--- config.mk ---
export PLATFORM = sky130hd
export DESIGN_NAME = blkxfer_seq
export DESIGN_NICKNAME = d
export VERILOG_FILES = /design/src/rtl/blkxfer_pkg.sv /design/src/rtl/blkxfer_stream.sv /design/src/rtl/blkxfer_ctrl.sv /design/src/rtl/blkxfer_seq.sv
export SDC_FILE = /design/constraint.sdc
export NUM_CORES = 1
export LEC_CHECK = 0
export BUFFER_PORTS_ARGS = -buffer_cell sky130_fd_sc_hd__buf_2
export CAP_MARGIN = 20
export CORE_MARGIN = 2
export CORE_UTILIZATION = 40
export CTS_BUF_LIST = sky130_fd_sc_hd__clkbuf_4
export CTS_CLUSTER_SIZE = 20
export DETAILED_ROUTE_END_ITERATION = 7
export PLACE_DENSITY = 0.74
export SKIP_LAST_GASP = 1
export SYNTH_ARGS = -nofsm -noshare
export SYNTH_HDL_FRONTEND = slang
export SYNTH_SLANG_ARGS = --single-unit
--- constraint.sdc ---
create_clock -name clk -period 2.7 [get_ports clk]
set_input_delay 0.405 -clock clk [delete_from_list [all_inputs] [get_ports clk]]
set_output_delay 0.405 -clock clk [all_outputs]
set_load 0.01 [all_outputs]
--- src/rtl/blkxfer_pkg.sv ---
package blkxfer_pkg;

  typedef enum logic [1:0] {
    OP_LOAD  = 2'b00,
    OP_STORE = 2'b01,
    OP_COPY  = 2'b10,
    OP_RSVD  = 2'b11
  } xfer_op_e;

  // True when addr falls on a multiple of span (span a power of two)
  function automatic logic on_boundary(input logic [63:0] addr, input int unsigned span);
    logic [63:0] mask;
    mask = 64'(span) - 64'd1;
    return (addr & mask) == 64'd0;
  endfunction

  function automatic logic uses_read(input xfer_op_e o);
    return (o == OP_LOAD) || (o == OP_COPY);
  endfunction

  function automatic logic uses_write(input xfer_op_e o);
    return (o == OP_STORE) || (o == OP_COPY);
  endfunction

endpackage

--- src/rtl/blkxfer_stream.sv ---
module blkxfer_stream
  import blkxfer_pkg::*;
#(
  parameter int AW         = 32,
  parameter int WORD_BYTES = 8,
  parameter int LINE_BYTES = 64,
  parameter int PAGE_BYTES = 4096
) (
  input  logic          clk,
  input  logic          rst_n,
  input  logic          load,
  input  logic [AW-1:0] base,
  input  logic          advance,
  output logic [AW-1:0] addr,
  output logic          line_entry,
  output logic          page_entry
);
  localparam int WLSB = $clog2(WORD_BYTES);

  logic first_q;

  always_ff @(posedge clk) begin
    if (!rst_n) begin
      addr    <= '0;
      first_q <= 1'b0;
    end else if (load) begin
      addr    <= {base[AW-1:WLSB], {WLSB{1'b0}}};
      first_q <= 1'b1;
    end else if (advance) begin
      addr    <= addr + AW'(WORD_BYTES);
      first_q <= 1'b0;
    end
  end

  always_comb begin
    line_entry = first_q || on_boundary(64'(addr), LINE_BYTES);
    page_entry = first_q || on_boundary(64'(addr), PAGE_BYTES);
  end

endmodule

--- src/rtl/blkxfer_ctrl.sv ---
module blkxfer_ctrl
  import blkxfer_pkg::*;
#(
  parameter int CW = 16
) (
  input  logic          clk,
  input  logic          rst_n,
  input  logic          start,
  input  xfer_op_e      op,
  input  logic [CW-1:0] count,
  input  logic          ready,
  output logic          busy,
  output xfer_op_e      op_q,
  output logic          load,
  output logic          advance,
  output logic          done
);
  logic [CW-1:0] remaining;
  logic          accept;
  logic          last_issue;

  always_comb begin
    accept     = start && !busy && (op != OP_RSVD);
    load       = accept && (count != '0);
    advance    = busy && ready;
    last_issue = advance && (remaining == CW'(1));
  end

  always_ff @(posedge clk) begin
    if (!rst_n) begin
      busy      <= 1'b0;
      done      <= 1'b0;
      remaining <= '0;
      op_q      <= OP_LOAD;
    end else begin
      done <= (accept && (count == '0)) || last_issue;
      if (load) begin
        busy      <= 1'b1;
        remaining <= count;
        op_q      <= op;
      end else if (advance) begin
        remaining <= remaining - CW'(1);
        if (last_issue) busy <= 1'b0;
      end
    end
  end

endmodule

--- src/rtl/blkxfer_seq.sv ---
module blkxfer_seq
  import blkxfer_pkg::*;
#(
  parameter int AW         = 32,
  parameter int CW         = 16,
  parameter int WORD_BYTES = 8,
  parameter int LINE_BYTES = 64,
  parameter int PAGE_BYTES = 4096
) (
  input  logic          clk,
  input  logic          rst_n,
  input  logic          start,
  input  logic [1:0]    op,
  input  logic [AW-1:0] src_addr,
  input  logic [AW-1:0] dst_addr,
  input  logic [CW-1:0] count,
  input  logic          ready,
  output logic          busy,
  output logic          done,
  output logic          rd_valid,
  output logic [AW-1:0] rd_addr,
  output logic          rd_tag_req,
  output logic          rd_tlb_req,
  output logic          wr_valid,
  output logic [AW-1:0] wr_addr,
  output logic          wr_tag_req,
  output logic          wr_tlb_req
);
  localparam int NCH = 2;  // channel 0 reads, channel 1 writes

  xfer_op_e op_q;
  logic     load, advance;

  blkxfer_ctrl #(.CW(CW)) u_ctrl (
    .clk(clk), .rst_n(rst_n), .start(start), .op(xfer_op_e'(op)),
    .count(count), .ready(ready), .busy(busy), .op_q(op_q),
    .load(load), .advance(advance), .done(done)
  );

  logic [AW-1:0] base_v [NCH];
  logic [AW-1:0] addr_v [NCH];
  logic [NCH-1:0] line_v, page_v, used_v;

  always_comb begin
    base_v[0] = src_addr;
    base_v[1] = dst_addr;
    used_v[0] = busy && uses_read(op_q);
    used_v[1] = busy && uses_write(op_q);
  end

  for (genvar ch = 0; ch < NCH; ch++) begin : g_ch
    blkxfer_stream #(
      .AW(AW), .WORD_BYTES(WORD_BYTES),
      .LINE_BYTES(LINE_BYTES), .PAGE_BYTES(PAGE_BYTES)
    ) u_strm (
      .clk(clk), .rst_n(rst_n), .load(load), .base(base_v[ch]),
      .advance(advance), .addr(addr_v[ch]),
      .line_entry(line_v[ch]), .page_entry(page_v[ch])
    );
  end

  always_comb begin
    rd_valid   = used_v[0];
    rd_addr    = addr_v[0];
    rd_tag_req = used_v[0] && line_v[0];
    rd_tlb_req = used_v[0] && page_v[0];
    wr_valid   = used_v[1];
    wr_addr    = addr_v[1];
    wr_tag_req = used_v[1] && line_v[1];
    wr_tlb_req = used_v[1] && page_v[1];
  end

endmodule

==> out/qor.yml <==
synth:
  ys.flop_type: "dfxtp_1"
  async_flop_share_pct: 0
  syn_avg_cell_area_um2: 7.67
  synth_top_area_share_pct: 35.7
  syn_area_um2: 4430
  synth_top_area_cell: "dfxtp_1"
  yosys.cell_types.count: 52
  synth_edf_count: 0
  yosys_register_bits: 79
  synth.area.top_cells: "dfxtp_1, a21oi_1, nand3_1"
  syn_inst: 578
  yosys_warnings: 0
  synth_most_common_cell: "dfxtp_1"
  yosysSeqAreaShare_pct: 35.7
  synth_common_cells: "dfxtp_1, a21oi_1, nand3_1, nand2_1, nor2_1"
timing:
  slew_headroom_pct: 52.3
  rsz0062_at_grt: "false"
  tightest_slew_ns: 0.715
  max_freq_mhz: 434
  skew_ns: 0.0210
  fin_crit_sh_pct: 85.4
  fin_crit_ns: 2.31
  final_hold_viol_count: 0
  setup-violations-final: 0
  setup-tns-final_ns: 0
  slew_violations: 0
floorplan:
  io_pins: 158
  placementRows: 38
  initial_core_util_pct: 40.9
  core_area_um2: 10800
  fp.dieH_um: 109
  die_w_um: 109
  dieArea_um2: 11900
route:
  met1_length_um: 5920
  num_vias: 5018
  met3_wirelength_um: 866
  top_layer: "met4"
  drc: 0
  first_pass_iters: 5
  ant_nets: 0
  route.final.wire_length_um: 14000
  routed_via_density: 5.87
  drt_iter0_drc: 321
  dr_wl_met2_um: 6870
  wl_per_cell_um: 16.3
worst_setup_path:
  r2r_end: "u_ctrl.busy"
  cp_slowest_cell: "or4_4"
  worstSetupPathType: "reg2reg"
  ff2ff_setup_slack_ns: 0.39
  reg2reg_depth: 5
  critPathMostFrequentCell: "or4_4"
  arrival_ns: 2.63
  crit_chain: "or4_4 > or4_4 > or4_1 > a21oi_1 > nor2_1"
  max_stage_delay_ns: 0.58
  path_buf_inv: 0
  timing.rr.start: "u_ctrl.remaining[7]"
  path_max_fanout: 7
  start_kind: "flip-flop"
  end_kind: "flip-flop"
  required_ns: 3.02
  cp_top_family: "simple AND/OR/NAND/NOR gates"
layout:
  final_util_pct: 50.3
  final_area_um2: 5450
  synthToLayoutAreaGrowth_pct: 23.0
  insertedDiodeCount: 0
  layout-drive-gt1-share_pct: 25.5
  final_cells: 855
  finalNetCount: 804
clock_network:
  clkSinkCount: 79
  htreeDepth: 3
  clkLatencyLatePin_ns: 0.46
  cts.path.max_buffers: 2
  post-cts-setup-buffers: 0
  cts_tree: "done"
  hold_buffers: 0
  clk_pin_slew_worst_paths_ns: 0.13
  clockRootBuffer: "clkbuf_4"
  ctsResizeCount: 0
  numCtsBuffers: 9
global_routing:
  grt_pass1_wl_um: 21900
  grt_remaining_overflow: 0
  grt_usage_pct: 23.2
  grt_max_degree: 39
  grt_pass1_vias: 4587
  antenna_found_initial: 0
power_and_ir_drop:
  power_density_nw_per_um2: 504
  p_leak_nw: 2.23
  peakVddDrop_mv: 0.229
min_path:
  min_path_cells: 3
  min_to: "g_ch[1].u_strm.addr[29]"
  min_path_type: "in2reg"
  hp-start: "dst_addr[29]"
placed_design:
  gp_congestion: 0.911
  place_area_um2: 5300
  hpwl_um: 10000
  io_buffer_count: 145
  dp.cells: 839
run_status:
  status: "completed"
run:
  cap_viol_max_count: 0
## layout make-up
cell class,count,area (µm²)
multi-input cells,441,2610
inverters,21,78.8
clock inverters,5,72.6
clock buffers,11,82.6
flip-flops and latches,79,1580
repair buffers,158,848
fillers,1092,5390
well taps,140,175
## cell families (layout without fill, tap and decap cells)
group,Yosys count,count (layout),synth area share (%)
xor+xnor,13,13,2.57
other cells,1,6,0.0846
flops,79,79,35.7
buf+inv,63,195,5.85
simple gates,242,242,28.4
mux,1,1,0.226
fa+ha+maj,8,8,2.26
compound gates,171,171,25.0
## per-layer routing
layer	track usage, %	vias up
met5	0	-
met4	9.22	0
met3	3.41	22
met2	39.9	197
met1	29.1	2385
li1	-	2414
## power by group
group / switching [mW] / leakage [nW] / total [mW] / internal [mW]
clock: 0.428 / 0.0859 / 0.818 / 0.390
combinational: 0.318 / 1.49 / 0.563 / 0.245
sequential: 0.111 / 0.649 / 1.36 / 1.25
total: 0.858 / 2.23 / 2.75 / 1.89
## layout by cell type (no fill, tap or decap), types with 2 or more instances in the layout
master / instances
a221oi_1: 2
nor2b_1: 2
nand3_1: 54
xor2_1: 4
and3_1: 13
buf_12: 2
nor3_1: 21
and4_1: 11
a211oi_1: 7
a311oi_1: 2
a211o_1: 2
and2_1: 7
clkinv_1: 2
buf_2: 145
conb_1: 6
or3_1: 8
o21a_1: 2
inv_1: 20
or4_1: 2
a22oi_1: 10
o21ai_0: 16
xnor2_1: 9
nand4_1: 15
o311ai_0: 3
dfxtp_1: 79
nor2_1: 38
a21oi_1: 71
clkbuf_4: 11
nor4_1: 16
o21ai_1: 3
nand2_1: 46
a32oi_1: 6
or4_4: 3
a31oi_1: 12
ha_1: 8
bufinv_16: 2
o211ai_1: 16
a2bb2oi_1: 8
buf_4: 11
## metrics by stage
| stage | hold WS [ns] | total power [mW] | setup WS, ns |
|---|---|---|---|
| floorplan | 0.436 | 1.70 | 0.551 |
| global placement | 0.443 | 1.93 | 0.445 |
| detailed placement | 0.448 | 1.95 | 0.428 |
| CTS | 0.157 | 2.76 | 0.395 |
| global route | 0.164 | 2.88 | 0.300 |
| finish | 0.178 | 2.75 | 0.393 |
## sequential cells by signal, indices dropped and copies added (netlist names)
signal,count
u_ctrl.remaining,16
u_ctrl.op_q,2
u_ctrl.busy,1
u_ctrl.done,1
g_ch.u_strm.addr,58
g_ch.u_strm.first_q,1
## worst max-delay path by stage
stage,start,end,cells after the start
after global placement,count[5],u_ctrl.remaining[1],7
after CTS,u_ctrl.remaining[7],u_ctrl.busy,5
after floorplan,u_ctrl.remaining[7],u_ctrl.remaining[14],5
after global routing,u_ctrl.remaining[7],u_ctrl.busy,5
after detailed placement,u_ctrl.remaining[7],u_ctrl.busy,5
final,u_ctrl.remaining[7],u_ctrl.busy,5
## tightest hold or removal path: cells and delay by family
kind / cells / cell delay, ns
and+or+nand+nor: 2 / 0.12
buffers and inverters: 1 / 0.08
No activity file was read; power rests on OpenSTA's default activity.
